**src/rtl/tmrwd_pkg.sv**
```systemverilog
package tmrwd_pkg;
  localparam int DATA_W = 8;
  localparam int CODE_W = 3;

  typedef struct packed {
    logic [1:0]        spare;
    logic              extSrc;
    logic              fallEdge;
    logic              psToWdt;
    logic [CODE_W-1:0] divCode;
  } modeReg_t;

  typedef struct packed {
    logic       srcEvent;
    logic       wdtEvent;
    logic       psToWdt;
    logic [3:0] ratioBits;
    logic       tmrWrite;
    logic       tmrInhibit;
    logic       psClear;
    logic       wdtClear;
  } ctlStrobe_t;
endpackage

```
**src/rtl/tmrwd_ctrl.sv**
```systemverilog
module tmrwd_ctrl
  import tmrwd_pkg::*;
#(
  parameter int SYNC_STAGES = 2
) (
  input  logic              clk,
  input  logic              rst_n,
  input  logic              regWrEn,
  input  logic              regSel,
  input  logic [DATA_W-1:0] regWrData,
  input  logic              extPin,
  input  logic              wdtTick,
  input  logic              wdtClear,
  output modeReg_t          modeQ,
  output ctlStrobe_t        ctl
);
  logic [SYNC_STAGES-1:0] syncQ;
  logic                   prevPin;
  logic                   inhibitQ;
  logic                   pinNow;
  logic                   riseEv;
  logic                   fallEv;
  logic                   extEvent;
  logic                   tmrWrite;

  genvar gi;
  generate
    for (gi = 0; gi < SYNC_STAGES; gi++) begin : g_sync
      if (gi == 0) begin : g_first
        always_ff @(posedge clk or negedge rst_n)
          if (!rst_n) syncQ[0] <= 1'b0;
          else        syncQ[0] <= extPin;
      end else begin : g_next
        always_ff @(posedge clk or negedge rst_n)
          if (!rst_n) syncQ[gi] <= 1'b0;
          else        syncQ[gi] <= syncQ[gi-1];
      end
    end
  endgenerate

  assign pinNow = syncQ[SYNC_STAGES-1];

  always_ff @(posedge clk or negedge rst_n) begin
    if (!rst_n) begin
      prevPin  <= 1'b0;
      inhibitQ <= 1'b0;
      modeQ    <= modeReg_t'('1);
    end else begin
      prevPin  <= pinNow;
      inhibitQ <= tmrWrite;
      if (regWrEn && regSel) modeQ <= modeReg_t'(regWrData);
    end
  end

  assign tmrWrite = regWrEn && !regSel;
  assign riseEv   = pinNow && !prevPin;
  assign fallEv   = !pinNow && prevPin;
  assign extEvent = modeQ.fallEdge ? fallEv : riseEv;

  always_comb begin
    ctl            = '0;
    ctl.srcEvent   = modeQ.extSrc ? extEvent : 1'b1;
    ctl.wdtEvent   = wdtTick;
    ctl.psToWdt    = modeQ.psToWdt;
    ctl.ratioBits  = {1'b0, modeQ.divCode} + {3'b000, !modeQ.psToWdt};
    ctl.tmrWrite   = tmrWrite;
    ctl.tmrInhibit = inhibitQ;
    ctl.psClear    = (tmrWrite && !modeQ.psToWdt) || (wdtClear && modeQ.psToWdt);
    ctl.wdtClear   = wdtClear;
  end

  AST_MODE_LOAD: assert property (@(posedge clk) disable iff (!rst_n)
    (regWrEn && regSel) |=> (modeQ == modeReg_t'($past(regWrData))));
endmodule

```
**src/rtl/tmrwd_dp.sv**
```systemverilog
module tmrwd_dp
  import tmrwd_pkg::*;
#(
  parameter int PS_W  = 8,
  parameter int WDT_W = 8
) (
  input  logic              clk,
  input  logic              rst_n,
  input  ctlStrobe_t        ctl,
  input  logic [DATA_W-1:0] wrData,
  input  logic              flagClr,
  output logic [DATA_W-1:0] tmrCount,
  output logic              ovfFlag,
  output logic              wdtTimeout
);
  logic [PS_W-1:0]  psCount;
  logic [PS_W:0]    maskWide;
  logic [PS_W-1:0]  psMask;
  logic             psEvent;
  logic             psTick;
  logic             tmrInc;
  logic             tmrWrap;
  logic             wdtStep;
  logic [WDT_W-1:0] wdtCount;

  assign maskWide = ({{PS_W{1'b0}}, 1'b1} << ctl.ratioBits) - 1'b1;
  assign psMask   = maskWide[PS_W-1:0];
  assign psEvent  = ctl.psToWdt ? ctl.wdtEvent : ctl.srcEvent;
  assign psTick   = psEvent && ((psCount & psMask) == psMask);
  assign tmrInc   = (ctl.psToWdt ? ctl.srcEvent : psTick) && !ctl.tmrInhibit;
  assign tmrWrap  = tmrInc && !ctl.tmrWrite && (tmrCount == '1);
  assign wdtStep  = ctl.psToWdt ? psTick : ctl.wdtEvent;

  always_ff @(posedge clk or negedge rst_n) begin
    if (!rst_n)           psCount <= '0;
    else if (ctl.psClear) psCount <= '0;
    else if (psEvent)     psCount <= psCount + 1'b1;
  end

  always_ff @(posedge clk or negedge rst_n) begin
    if (!rst_n) begin
      tmrCount <= '0;
      ovfFlag  <= 1'b0;
    end else begin
      if (ctl.tmrWrite)  tmrCount <= wrData;
      else if (tmrInc)   tmrCount <= tmrCount + 1'b1;
      if (tmrWrap)       ovfFlag <= 1'b1;
      else if (flagClr)  ovfFlag <= 1'b0;
    end
  end

  always_ff @(posedge clk or negedge rst_n) begin
    if (!rst_n) begin
      wdtCount   <= '0;
      wdtTimeout <= 1'b0;
    end else if (ctl.wdtClear) begin
      wdtCount   <= '0;
      wdtTimeout <= 1'b0;
    end else begin
      wdtTimeout <= wdtStep && (wdtCount == '1);
      if (wdtStep) wdtCount <= wdtCount + 1'b1;
    end
  end

  AST_WRITE_HOLD: assert property (@(posedge clk) disable iff (!rst_n)
    (ctl.tmrInhibit && !ctl.tmrWrite) |=> (tmrCount == $past(tmrCount)));
  AST_WRAP_FLAG: assert property (@(posedge clk) disable iff (!rst_n)
    (!$past(ctl.tmrWrite) && ($past(tmrCount) == '1) && (tmrCount == '0)) |-> ovfFlag);
  AST_PS_CLEAR: assert property (@(posedge clk) disable iff (!rst_n)
    ctl.psClear |=> (psCount == '0));
  AST_WDT_CLEAR: assert property (@(posedge clk) disable iff (!rst_n)
    ctl.wdtClear |=> (wdtCount == '0 && !wdtTimeout));
  AST_TIMEOUT_WRAP: assert property (@(posedge clk) disable iff (!rst_n)
    wdtTimeout |-> (wdtCount == '0));
  AST_TIMEOUT_PULSE: assert property (@(posedge clk) disable iff (!rst_n)
    wdtTimeout |=> !wdtTimeout);
endmodule

```
**src/rtl/timer_wdt_prescale.sv**
```systemverilog
module timer_wdt_prescale
  import tmrwd_pkg::*;
#(
  parameter int PS_W        = 8,
  parameter int WDT_W       = 8,
  parameter int SYNC_STAGES = 2
) (
  input  logic              clk,
  input  logic              rst_n,
  input  logic              regWrEn,
  input  logic              regSel,
  input  logic [DATA_W-1:0] regWrData,
  output logic [DATA_W-1:0] regRdData,
  input  logic              extPin,
  input  logic              wdtTick,
  input  logic              wdtClear,
  input  logic              flagClr,
  input  logic              timerIntEn,
  input  logic              globalIntEn,
  output logic              ovfFlag,
  output logic              irqReq,
  output logic              wdtTimeout
);
  modeReg_t          modeQ;
  ctlStrobe_t        ctl;
  logic [DATA_W-1:0] tmrCount;

  tmrwd_ctrl #(.SYNC_STAGES(SYNC_STAGES)) i_ctrl (
    .clk(clk), .rst_n(rst_n), .regWrEn(regWrEn), .regSel(regSel),
    .regWrData(regWrData), .extPin(extPin), .wdtTick(wdtTick),
    .wdtClear(wdtClear), .modeQ(modeQ), .ctl(ctl)
  );

  tmrwd_dp #(.PS_W(PS_W), .WDT_W(WDT_W)) i_dp (
    .clk(clk), .rst_n(rst_n), .ctl(ctl), .wrData(regWrData),
    .flagClr(flagClr), .tmrCount(tmrCount), .ovfFlag(ovfFlag),
    .wdtTimeout(wdtTimeout)
  );

  assign regRdData = regSel ? DATA_W'(modeQ) : tmrCount;
  assign irqReq    = ovfFlag && timerIntEn && globalIntEn;

  AST_IRQ_NEEDS_FLAG: assert property (@(posedge clk) disable iff (!rst_n)
    irqReq |-> (ovfFlag && globalIntEn));
endmodule

```
**config.mk**
```make
export PLATFORM = sky130hd
export DESIGN_NAME = timer_wdt_prescale
export DESIGN_NICKNAME = d
export VERILOG_FILES = /design/src/rtl/tmrwd_pkg.sv /design/src/rtl/tmrwd_ctrl.sv /design/src/rtl/tmrwd_dp.sv /design/src/rtl/timer_wdt_prescale.sv
export SDC_FILE = /design/constraint.sdc
export NUM_CORES = 1
export LEC_CHECK = 0
export ABC_CLOCK_PERIOD_IN_PS = 3980
export BUFFER_PORTS_ARGS = -buffer_cell sky130_fd_sc_hd__buf_2
export CORE_MARGIN = 8
export CORE_UTILIZATION = 58
export CTS_CLUSTER_DIAMETER = 50
export CTS_CLUSTER_SIZE = 10
export DETAILED_ROUTE_END_ITERATION = 7
export PLACE_DENSITY = 0.8
export SETUP_SLACK_MARGIN = 0.02
export SLEW_MARGIN = 20
export SYNTH_ARGS = -nofsm -noshare
export SYNTH_HDL_FRONTEND = slang
export SYNTH_SLANG_ARGS = --single-unit
```
**constraint.sdc**
```tcl
create_clock -name clk -period 3.98 [get_ports clk]
set_input_delay 0.796 -clock clk [delete_from_list [all_inputs] [get_ports clk]]
set_output_delay 0.796 -clock clk [all_outputs]
set_load 0.1 [all_outputs]
```
After elaboration in Yosys (flattened, before gate mapping):

Cells that the tools add are included.
W data, S select, Z words.

* register bits: 38
* input bits: 18
* output and inout bits: 11
* word-level logic and storage cells: 63

* $add $sub $neg: 5
* eq/ne operators: 3
* shifts and indexed selects: 1
* multiplexer cells: 15
* bitwise logic cells: 1
* reduce and logical (&&, ||, !) cells: 24

Operators with widths (count)
* $mux W8: 7
* $add A8 B1 Y8 const B: 3
* $eq A8 B8 Y1 const B: 2
* $logic_and A1 B1 Y1: 13
* $and A8 B8 Y8: 1
* $eq A8 B8 Y1: 1
* $mux W1: 8
* $reduce_bool A2 Y1: 4
* $shl A1 B4 Y8 const A: 1
* $sub A8 B1 Y8 const B: 1
* $logic_not A1 Y1: 6
* $add A3 B1 Y4: 1
* $logic_or A1 B1 Y1: 1

Logic depth before layout (Yosys ltp):

Gate-level depths: netlist of run 1.

* depth after elaboration: 12
* gate-level depth with buffers: 16
* gate-level depth less buffers: 14

Modules after synthesis:

Synthesis of run 1 repeated with hierarchy kept, for this count alone.

* cells, all modules: 229
* area total of the unflattened synthesis: 2382.3 um^2

By module, submodules not included
* tmrwd_dp: times used 1, cells each 183, area an instance 1715.4 um^2, seq. area each 650.6 um^2
* tmrwd_ctrl: times used 1, cells each 36, area an instance 529.3 um^2, seq. area each 310.3 um^2
* timer_wdt_prescale: times used 1, cells each 10, area an instance 137.6 um^2, seq. area each 0.0 um^2

Worst setup path before layout of run 1:

Ideal clock, no wire load.

* kind: reg-to-reg
* start point: register i_ctrl.ctl[8] (netlist name)
* end point: register i_dp.wdtCount[5]
* library setup time: 125 ps
* arrival time: 3346 ps
* required time: 3855 ps
* slack: 509 ps
* cell stages (with the launch flop): 17
* buffers on the path: 2
* clock period less this slack: 3471 ps
* cell sequence: dfstp_2 -> inv_1 -> ha_1 -> ha_1 -> buf_2 -> and2_1 -> a22oi_1 -> or2_2 -> ha_1 -> inv_1 -> a311oi_1 -> xnor2_1 -> o211a_1 -> a31oi_2 -> buf_6 -> nor4_2 -> mux2_4

* word-level cells in the longest chain between the ends: 9
* elaborated cells between the ends (all ways): 10
* classes of those cells: add/sub: 2; eq/ne: 1; shift: 1; mux: 2; bitwise: 1; reduce/logical: 3

Ends and longest elaborated chain
* $logic_not A1 Y1: line tmrwd_ctrl.sv:65 `ctl.ratioBits = {1'b0, modeQ.divCode} + {3'b000, !modeQ.psToWdt};`
* $add A3 B1 Y4: line tmrwd_ctrl.sv:65
* $shl A1 B4 Y8: line tmrwd_dp.sv:26 `assign maskWide = ({{PS_W{1'b0}}, 1'b1} << ctl.ratioBits) - 1'b1;`
* $sub A8 B1 Y8: line tmrwd_dp.sv:26
* $and A8 B8 Y8: line tmrwd_dp.sv:29 `assign psTick = psEvent && ((psCount & psMask) == psMask);`
* $eq A8 B8 Y1: line tmrwd_dp.sv:29
* $logic_and A1 B1 Y1: line tmrwd_dp.sv:29
* $mux W1 (*): line tmrwd_dp.sv:32 `assign wdtStep = ctl.psToWdt ? psTick : ctl.wdtEvent;`
* $reduce_bool A2 Y1 (no source line) (*)
* to (signal assigned): line tmrwd_dp.sv:61 `if (wdtStep) wdtCount <= wdtCount + 1'b1;`
* to (decl): line tmrwd_dp.sv:24 `logic [WDT_W-1:0] wdtCount;`

Mark *: on every way between the ends. The rest lies on a longest branch, timed or not.
A chain may end at the register's enable or synchronous reset.

Final worst setup path of run 1:

* start point: register i_ctrl.ctl[8] (netlist name)
* end point: register i_dp.tmrCount[6]

* word-level cells in the longest chain between the ends: 10
* elaborated cells between the ends (all ways): 11
* classes of those cells: add/sub: 2; eq/ne: 1; shift: 1; mux: 2; bitwise: 1; reduce/logical: 4

Ends and longest elaborated chain
* $logic_not A1 Y1: line tmrwd_ctrl.sv:65
* $add A3 B1 Y4: line tmrwd_ctrl.sv:65
* $shl A1 B4 Y8: line tmrwd_dp.sv:26
* $sub A8 B1 Y8: line tmrwd_dp.sv:26
* $and A8 B8 Y8: line tmrwd_dp.sv:29
* $eq A8 B8 Y1: line tmrwd_dp.sv:29
* $logic_and A1 B1 Y1: line tmrwd_dp.sv:29
* $mux W1 (*): line tmrwd_dp.sv:30 `assign tmrInc = (ctl.psToWdt ? ctl.srcEvent : psTick) && !ctl.tmrInhibit;`
* $logic_and A1 B1 Y1 (*): line tmrwd_dp.sv:30
* $reduce_bool A2 Y1 (no source line) (*)
* to (signal assigned): line tmrwd_dp.sv:45 `if (ctl.tmrWrite) tmrCount <= wrData;`
* to (signal assigned): line tmrwd_dp.sv:46 `else if (tmrInc) tmrCount <= tmrCount + 1'b1;`
* to (decl): line tmrwd_dp.sv:12 `output logic [DATA_W-1:0] tmrCount,`

Marks and branches as above.

==> qor.csv, run 1 <==
metric,value,unit
Clock transition at path regs,80,ps
CTS Buffer Depth,2,
Detail Placement HPWL,3974,µm
GRT overflow,0,
Initial Utilization,60.75,%
routed via count,2030,
clock tree root driver cell,clkbuf_8,
Die Wd,81.19,µm
CTS sink count,38,
crit-path max FO,11,
RD Place Congestion,0.9233,
die height,81.19,µm
"Net Count, Synth",281,
outcome,finished clean,
endpoints failing hold,0,
H-tree depth,2,
antenna violations before repair,0,
vias in the first global route,1872,
Net Sw Frac,39.16,%
Worst Setup Start Kind,register,
hold_buf cts,0,
RSZ-0062 raised after global routing,no,
largest net degree at the start of global routing,39,
Final Cycle Share,94.41,%
Vias per Instance,6.060,
CORE AREA,0.004058,mm²
Critical Path End Type,register,
Unique masters post-synth,58,
worst slew pin tran,854.2,ps
critical path class,reg -> reg,
Starting DRT DRC Count,156,
Post-Syn Instances,256,
Post-synth ARST share,100.0,%
"Req. time, crit path",4200,ps
"commonest non-fill, non-tap cell in the layout",dfrtp_1,
reg2reg setup slack,220,ps
total track usage,17.44,%
drc violations,0,
CTS tree,yes,
Pleak,1.189,nW
die area,0.006592,mm²
DRT antenna net count,0,
Setup Viol. Count Final,0,
Final Core Density,69.23,%
Cell Rows,23,
share of power burned in the clock network,27.4,%
nets,309,
fillcell total,328,
I/O pin count,29,
Power Internal,0.8862,mW
number of antenna diodes,0,
PortBufs,28,
clock latency at the later pin of the worst-skew pair,300,ps
ys flop type,dfrtp_1,
HP Class,reg -> reg,
Sw Pwr,0.5703,mW
Synth warnings,0,
Slew headroom,43.05,%
"FF+latch count, synth",38,
largest area contributor in the synthesized netlist,dfrtp_1,
"EDFF count, synth",0,
share of cells above drive strength 1,30.18,%
Final Max Slew Viols,0,
synth top area cells,"dfrtp_1 30%, dfstp_2 8.5%, mux2_2 7.8%",
Num CTS Buffers,5,
Synth Cell Area,0.002465,mm²
DR WL/cell,16.56,µm
"Seq/Total Area, Yosys",38.98,%
fmax,266.1,MHz
min Tclk post-route,3757,ps
PwrDens,518.5,mW/mm²
Reg power frac,34.7,%
Logic pwr share,37.9,%
Max rail drop VDD,0.0003293,V
Fin Clk Skew,8.217,ps
"commonest non-fill, non-tap cells in the layout","30 x dfrtp_1, 28 x buf_2, 24 x nor2_1, 17 x mux2_2, 15 x nand2_1",
Pre-antenna DRT Iters,4,
global-route wire length before repair,9011,µm
top-area cell type share of the netlist area,30.46,%
critical path arrival,3980,ps
WL final,5548,µm
Setup TNS,0,ps
Avg Inst Size Synth,9.628,µm²
Area Growth Syn to Fin,13.96,%
max cap viols,0,
==> cell usage after synthesis (all sizes together), types with 8 or more instances <==
| cell type | number |
|---|---|
| nand3 | 12 |
| mux2 | 19 |
| inv | 12 |
| dfrtp | 30 |
| a21oi | 9 |
| nor2 | 25 |
| or4 | 9 |
| nand2 | 15 |
| o21ai | 9 |
| dfstp | 8 |
==> worst paths after layout <==
| path | to | start | cells after the start |
|---|---|---|---|
| hold reg to reg | i_ctrl.pinNow | i_ctrl.syncQ[0] | 0 |
| min in group asynchronous | i_dp.tmrCount[3] | rst_n | 1 |
| hold / removal | i_ctrl.pinNow | i_ctrl.syncQ[0] | 0 |
| setup reg to reg | i_dp.tmrCount[6] | i_ctrl.ctl[8] | 14 |
| setup / recovery | i_dp.tmrCount[6] | i_ctrl.ctl[8] | 14 |
| max in group asynchronous | i_dp.psCount[5] | rst_n | 1 |
==> registers in the layout, summed over array words and instances, names as in the netlist <==
| name | count |
|---|---|
| i_dp.tmrCount | 8 |
| i_ctrl.syncQ | 1 |
| i_dp.psCount | 8 |
| i_dp.wdtTimeout | 1 |
| i_dp.wdtCount | 8 |
| i_ctrl.ctl | 1 |
| i_ctrl.modeQ | 7 |
| i_ctrl.pinNow | 1 |
| i_dp.ovfFlag | 1 |
| i_ctrl.prevPin | 1 |
| i_ctrl.inhibitQ | 1 |
==> per-layer routing <==
| layer | vias to the layer above | wire [µm] | track usage [%] |
|---|---|---|---|
| met3 | 8 | 296 | 4.305 |
| met4 | 0 | 83 | 5.893 |
| met1 | 976 | 2545 | 23.43 |
| met2 | 46 | 2622 | 26.78 |
| met5 | - | 0 | 0 |
| li1 | 1000 | - | - |
==> repair_timing <==
action | CTS | global route
buffers inserted | 0 | 6
resized for setup | 0 | 6
setup endpoints to repair | 0 | 18
==> worst max-delay path, stage by stage, from the launching register on <==
cell and delay (ps):
dfstp_2 600, inv_1 130, ha_1 220, ha_2 230
and2_1 230, a22oi_2 220, or2_2 140, ha_1 160
inv_1 100, a311oi_2 220, xnor2_1 180, o211a_1 310
a31oi_4 180, or4_1 540, a31oi_1 200
==> power groups by stage <==
stage	clock [mW]	combinational [mW]	sequential, mW
2_1_floorplan	0	0.443	0.488
3_3_place_gp	0	0.511	0.508
3_5_place_dp	0	0.512	0.511
4_1_cts	0.408	0.515	0.504
5_1_grt	0.425	0.595	0.514
6_report	0.399	0.552	0.506
==> per-stage QoR <==
stage	power (mW)	setup WS [ps]	cell area [µm²]	hold slack, ps	cells
floorplan	0.9310	509.4	2465	331.2	256
global placement	1.019	154.1	2589	348.7	321
detailed placement	1.023	85.21	2589	352.4	321
CTS	1.427	59.01	2726	370.5	329
global route	1.534	4.382	2809	376.0	335
finish	1.457	222.6	2809	365.8	335
==> cell type report <==
cell class              count  area, µm²  share of cell area [%]
clock buffers               5      68.82                   2.450
clock inverters             3      68.82                   2.450
inverters                  12      45.04                   1.604
multi-input cells         192       1410                   50.20
flip-flops and latches     38      960.9                   34.21
well taps                  50      62.56                   2.227
repair buffers             35      192.7                   6.860
==> kinds of logic (layout without fill, tap and decap cells) <==
group	Yosys count	in the layout	synth area share [%]
compound gates	53	53	15.64
xor+xnor	9	9	3.198
fa+ha+maj	7	7	3.553
buf+inv	26	55	5.330
flops	38	38	38.98
mux	22	22	10.71
simple gates	101	101	22.59
Power figures use the tool's default switching activity.
==> run 2: changes to the inputs <==
--- a/config.mk
+++ b/config.mk
@@ -7,8 +7,10 @@
 export LEC_CHECK = 0
 export ABC_CLOCK_PERIOD_IN_PS = 3980
 export BUFFER_PORTS_ARGS = -buffer_cell sky130_fd_sc_hd__buf_2
+export CELL_PAD_IN_SITES_DETAIL_PLACEMENT = 0
+export CELL_PAD_IN_SITES_GLOBAL_PLACEMENT = 1
 export CORE_MARGIN = 8
-export CORE_UTILIZATION = 58
+export CORE_UTILIZATION = 45
 export CTS_CLUSTER_DIAMETER = 50
 export CTS_CLUSTER_SIZE = 10
 export DETAILED_ROUTE_END_ITERATION = 7
==> qor.csv, run 2 (synthesis results as in run 1) <==
metric,value,unit,change
Power Internal,0.7774,mW,was 0.8862 mW
"Req. time, crit path",4160,ps,was 4200 ps
DRT antenna net count,0,,unchanged
Max rail drop VDD,0.0001879,V,was 0.0003293 V
share of cells above drive strength 1,30.18,%,unchanged
die area,0.008102,mm²,was 0.006592 mm²
slowest CP cell,dfstp_2,,unchanged
critical path arrival,3940,ps,was 3980 ps
largest registers,"i_dp.psCount: 8 flops, i_dp.tmrCount: 8 flops, i_dp.wdtCount: 8 flops",,unchanged
Setup Viol. Count Final,0,,unchanged
total track usage,13.97,%,was 17.44%
Detail Placement HPWL,3802,µm,was 3974 µm
CTS sink count,38,,unchanged
Pre-antenna DRT Iters,4,,unchanged
Reg power frac,37.4,%,was 34.7%
PwrDens,481.4,mW/mm²,was 518.5 mW/mm²
CORE AREA,0.005405,mm²,was 0.004058 mm²
"commonest non-fill, non-tap cell in the layout",dfrtp_1,,unchanged
Cell Rows,27,,was 23
share of power burned in the clock network,20.7,%,was 27.4%
HP Class,reg -> reg,,unchanged
CTS Buffer Depth,2,,unchanged
Setup TNS,0,ps,unchanged
largest net degree at the start of global routing,39,,unchanged
reg2reg setup slack,230,ps,was 220 ps
global-route wire length before repair,9556,µm,was 9011 µm
outcome,finished clean,,unchanged
final setup margin,225.1,ps,was 222.6 ps
clock tree root driver cell,clkbuf_8,,unchanged
Starting DRT DRC Count,147,,was 156
"commonest non-fill, non-tap cells in the layout","30 x dfrtp_1, 28 x buf_2, 24 x nor2_1, 17 x mux2_2, 15 x nand2_1",,unchanged
Die Wd,90.01,µm,was 81.19 µm
Fin Clk Skew,10.96,ps,was 8.217 ps
Setup WS pre-CTS,153.2,ps,was 85.21 ps
vias in the first global route,1922,,was 1872
Initial Utilization,45.60,%,was 60.75%
worst path cell trace,"inv_1, ha_1, xnor2_1, a22oi_2, or2_2, ha_1, nor2_1, a221oi_1, and4_1, a31oi_4, nor4_2, mux2_2",,"was inv_1, ha_1, ha_2, and2_1, a22oi_2, or2_2, ha_1, inv_1, a311oi_2, xnor2_1, o211a_1, a31oi_4, or4_1, a31oi_1"
drc violations,0,,unchanged
Net Sw Frac,42.35,%,was 39.16%
Critical Path End Type,register,,unchanged
RSZ-0062 raised after global routing,no,,unchanged
Worst Setup Start Kind,register,,unchanged
Slew headroom,42.61,%,was 43.05%
critical path class,reg -> reg,,unchanged
endpoints failing hold,0,,unchanged
H-tree depth,2,,unchanged
max cap viols,0,,unchanged
I/O pin count,29,,unchanged
routed via count,2008,,was 2030
Pleak,1.162,nW,was 1.189 nW
antenna violations before repair,0,,unchanged
Logic pwr share,41.8,%,was 37.9%
Area Growth Syn to Fin,13.65,%,was 13.96%
Sw Pwr,0.5711,mW,was 0.5703 mW
number of antenna diodes,0,,unchanged
Num CTS Buffers,5,,unchanged
GRT overflow,0,,unchanged
PortBufs,28,,unchanged
DR WL/cell,15.66,µm,was 16.56 µm
WL final,5591,µm,was 5548 µm
clock latency at the later pin of the worst-skew pair,290,ps,was 300 ps
Final Max Slew Viols,0,,unchanged
CTS tree,yes,,unchanged
nets,309,,unchanged
worst slew pin tran,860.8,ps,was 854.2 ps
Vias per Instance,5.625,,was 6.060
Clock transition at path regs,80,ps,about the same
CP max stage delay,580,ps,was 600 ps
min Tclk post-route,3755,ps,was 3757 ps
Final Cycle Share,94.34,%,was 94.41%
die height,90.01,µm,was 81.19 µm
most frequent CP cell,ha_1,,
fmax,266.3,MHz,was 266.1 MHz
crit-path max FO,13,,was 11
RD Place Congestion,0.7925,,was 0.9233
==> run 2: worst paths after layout <==
check | endpoint | from | depth (start not counted)
hold reg to reg | i_ctrl.pinNow | i_ctrl.syncQ[0] | 0
min in group asynchronous | i_dp.psCount[5] | rst_n | 1
hold / removal | i_ctrl.pinNow | i_ctrl.syncQ[0] | 0
setup reg to reg | i_dp.wdtCount[7] | i_ctrl.ctl[8] | 12
max in group asynchronous | i_dp.psCount[2] | rst_n | 1
setup / recovery | i_dp.wdtCount[7] | i_ctrl.ctl[8] | 12
==> run 2: power by group through the flow <==
stage	logic, mW	registers, mW	clock network, mW
after floorplan	0.443	0.488	0
after global placement	0.510	0.510	0
after detailed placement	0.510	0.511	0
after CTS	0.514	0.504	0.290
after global routing	0.617	0.516	0.309
final	0.564	0.505	0.280
==> run 2: layout make-up <==
cell class                 instances  area, µm²
clock buffer                       6      82.58
clock inverter                     2      12.51
fill                             512       2604
inverter                          12      45.04
multi-input combinational        193       1425
sequential                        38      960.9
tap                               72      90.09
timing repair buffer              34      185.2
==> run 2: stage by stage <==
| step | hold WS (ps) | util (%) | cells | instance area, µm² | power, mW |
|---|---|---|---|---|---|
| after floorplan | 331.2 | - | 256 | 2465 | 0.9310 |
| after global placement | 334.3 | 48.40 | 343 | 2616 | 1.020 |
| after detailed placement | 339.5 | 48.40 | 343 | 2616 | 1.021 |
| after CTS | 358.0 | 50.16 | 351 | 2711 | 1.308 |
| after global routing | 372.3 | 51.83 | 357 | 2801 | 1.442 |
| final | 355.6 | 51.83 | 357 | 2801 | 1.349 |
==> run 2: per-layer routing <==
layer  up-vias  GRT usage (%)  wire length, µm
met4         0          3.606               41
met5         -              0                0
met3         6          3.907              290
met2        46          20.49             2480
met1       954          19.59             2779
li1       1002              -                -
==> run 2: what timing repair did <==
action | in CTS | in global routing
setup endpoints to repair | 0 | 17
hold buffers | 0 | 0
buffers inserted | 0 | 5
gates resized for setup | 0 | 7
==> run 2: worst max-delay path, delay by kind of cell (launching register included) <==
family | cells | cell delay (ps)
AOI/OAI and AO/OA | 3 | 540
buffers and inverters | 1 | 140
xor gates and xnor gates | 1 | 320
adders and majority gates | 2 | 630
DFF | 1 | 580
and+or+nand+nor | 4 | 1070
muxes | 1 | 360
==> run 3: changes to the inputs <==
--- a/config.mk
+++ b/config.mk
@@ -14,7 +14,7 @@
 export CTS_CLUSTER_DIAMETER = 50
 export CTS_CLUSTER_SIZE = 10
 export DETAILED_ROUTE_END_ITERATION = 7
-export PLACE_DENSITY = 0.8
+export PLACE_DENSITY_LB_ADDON = 0.1
 export SETUP_SLACK_MARGIN = 0.02
 export SLEW_MARGIN = 20
 export SYNTH_ARGS = -nofsm -noshare
==> qor.csv, run 3 (synthesis results as in run 1) <==
metric,value,unit,change
area occupied by multi-input gates,0.001379,mm²,was 0.001425 mm²
antenna violations before repair,0,,unchanged
final setup margin,156.5,ps,was 225.1 ps
DR WL/cell,15.27,µm,was 15.66 µm
RSZ-0062 raised after global routing,yes,,was no
"Req. time, crit path",4180,ps,was 4160 ps
die area,0.008102,mm²,unchanged
global-route wire length before repair,9211,µm,was 9556 µm
PwrDens,476.8,mW/mm²,was 481.4 mW/mm²
Sw Pwr,0.5401,mW,was 0.5711 mW
drc violations,0,,unchanged
largest registers,"i_dp.psCount: 8 flops, i_dp.tmrCount: 8 flops, i_dp.wdtCount: 8 flops",,unchanged
Fin Clk Skew,5.798,ps,was 10.96 ps
Logic pwr share,40.0,%,was 41.8%
total track usage,13.69,%,was 13.97%
Finished Layout Cells,352,,was 357
H-tree depth,2,,unchanged
Die Wd,90.01,µm,unchanged
DRT antenna net count,0,,unchanged
clock tree root driver cell,clkbuf_8,,unchanged
Num CTS Buffers,5,,unchanged
clock latency at the later pin of the worst-skew pair,290,ps,about the same
Net Sw Frac,41.62,%,was 42.35%
Area Growth Syn to Fin,10.41,%,was 13.65%
nets,304,,was 309
reg2reg setup slack,160,ps,was 230 ps
Power Total,1.298,mW,was 1.349 mW
Pleak,1.144,nW,was 1.162 nW
Final Cycle Share,96.07,%,was 94.34%
RR Startpoint,i_ctrl.ctl[8],,unchanged
Max rail drop VDD,0.0002432,V,was 0.0001879 V
crit-path max FO,15,,was 13
reg2reg path depth,14,,was 12
outcome,finished clean,,unchanged
RD Place Congestion,0.8633,,was 0.7925
largest net degree at the start of global routing,39,,unchanged
critical path class,reg -> reg,,unchanged
worst slew pin tran,850.4,ps,was 860.8 ps
Placed Cells,344,,was 343
fmax,261.5,MHz,was 266.3 MHz
FF/Latch Area,960.9,µm²,unchanged
I/O pin count,29,,unchanged
PortBufs,28,,unchanged
Cell Rows,27,,unchanged
Starting DRT DRC Count,89,,was 147
share of cells above drive strength 1,27.50,%,was 30.18%
vias in the first global route,1862,,was 1922
critical path arrival,4030,ps,was 3940 ps
CTS sink count,38,,unchanged
fillcell total,531,,was 512
Final Max Slew Viols,0,,unchanged
Setup WS pre-CTS,203.0,ps,was 153.2 ps
Setup Viol. Count Final,0,,unchanged
Power Internal,0.7576,mW,was 0.7774 mW
CTS tree,yes,,unchanged
Detail Placement HPWL,3914,µm,was 3802 µm
routed via count,1973,,was 2008
share of power burned in the clock network,21.3,%,was 20.7%
"commonest non-fill, non-tap cell in the layout",dfrtp_1,,unchanged
number of antenna diodes,0,,unchanged
"Setup Fix Bufs, Post-CTS",0,,unchanged
hold depth,0,,unchanged
Reg power frac,38.7,%,was 37.4%
HP Class,reg -> reg,,unchanged
GRT overflow,0,,unchanged
Critical Path End Type,register,,unchanged
die height,90.01,µm,unchanged
max cap viols,0,,unchanged
WL final,5374,µm,was 5591 µm
Critical R2R Capture,i_dp.tmrCount[3],,was i_dp.wdtCount[7]
Hold Crit Start,i_ctrl.syncQ[0],,unchanged
Worst Hold End,i_ctrl.pinNow,,unchanged
Pre-antenna DRT Iters,4,,unchanged
CTS Buffer Depth,2,,unchanged
Slew headroom,43.31,%,was 42.61%
hold_buf cts,0,,unchanged
Vias per Instance,5.605,,was 5.625
CORE AREA,0.005405,mm²,unchanged
Worst Setup Start Kind,register,,unchanged
min Tclk post-route,3824,ps,was 3755 ps
Initial Utilization,45.60,%,unchanged
"commonest non-fill, non-tap cells in the layout","30 x dfrtp_1, 28 x buf_2, 24 x nor2_1, 17 x mux2_2, 15 x nand2_1",,unchanged
endpoints failing hold,0,,unchanged
Clock transition at path regs,80,ps,about the same
-- run 3: worst max-delay path, stage by stage (launching register included) --
cell and delay (ps):
dfstp_2 530, inv_1 90, ha_1 210, ha_1 290, and2_1 230, a22oi_1 260
or2_2 160, ha_1 150, inv_1 90, a311oi_1 270, xnor2_1 170, o211a_1 220
a31oi_2 280, or4_1 580, a31oi_1 190
-- run 3: worst max path at each step --
stage,from,end
5_1_grt,i_ctrl.ctl[8],i_dp.tmrCount[3]
3_5_place_dp,i_ctrl.ctl[8],i_dp.tmrCount[3]
3_3_place_gp,i_ctrl.ctl[8],i_dp.wdtCount[7]
2_1_floorplan,i_ctrl.ctl[8],i_dp.wdtCount[5]
4_1_cts,i_ctrl.ctl[8],i_dp.tmrCount[3]
6_report,i_ctrl.ctl[8],i_dp.tmrCount[3]
-- run 3: area by class of cell --
cell class	instances	area share (%)
Inverter	12	1.655
Multi-Input combinational cell	192	50.67
Tap cell	72	3.310
Clock inverter	1	0.1839
Timing Repair Buffer	30	5.701
Clock buffer	7	3.172
Sequential cell	38	35.31
-- run 3: what timing repair did --
| item | in CTS | in global routing |
|---|---|---|
| setup endpoints to repair | 0 | 3 |
| gates resized for setup | 0 | 1 |
| endpoints found under the hold margin | 0 | 0 |
-- run 3: power groups by stage --
stage | Sequential, mW | Clock (mW) | Combinational, mW
2_1_floorplan | 0.488 | 0 | 0.443
3_3_place_gp | 0.510 | 0 | 0.521
3_5_place_dp | 0.510 | 0 | 0.517
4_1_cts | 0.502 | 0.289 | 0.520
5_1_grt | 0.514 | 0.305 | 0.571
6_report | 0.503 | 0.276 | 0.519
-- run 3: stage by stage --
stage	hold WS [ps]	area [µm²]	setup TNS, ps	utilization [%]
2_1_floorplan	331.2	2465	0	-
3_3_place_gp	335.2	2624	0	48.54
3_5_place_dp	338.9	2624	0	48.54
4_1_cts	357.6	2715	0	50.23
5_1_grt	361.3	2721	-2.409	50.35
6_report	353.7	2721	0	50.35
-- run 3: per-layer routing --
| layer | track usage (%) | vias to the layer above | share of wire, % |
|---|---|---|---|
| met5 | 0 | - | 0 |
| met4 | 4.161 | 0 | 0.89 |
| met3 | 3.658 | 6 | 5.2 |
| met2 | 19.63 | 55 | 43 |
| met1 | 19.41 | 921 | 51 |
| li1 | - | 991 | - |
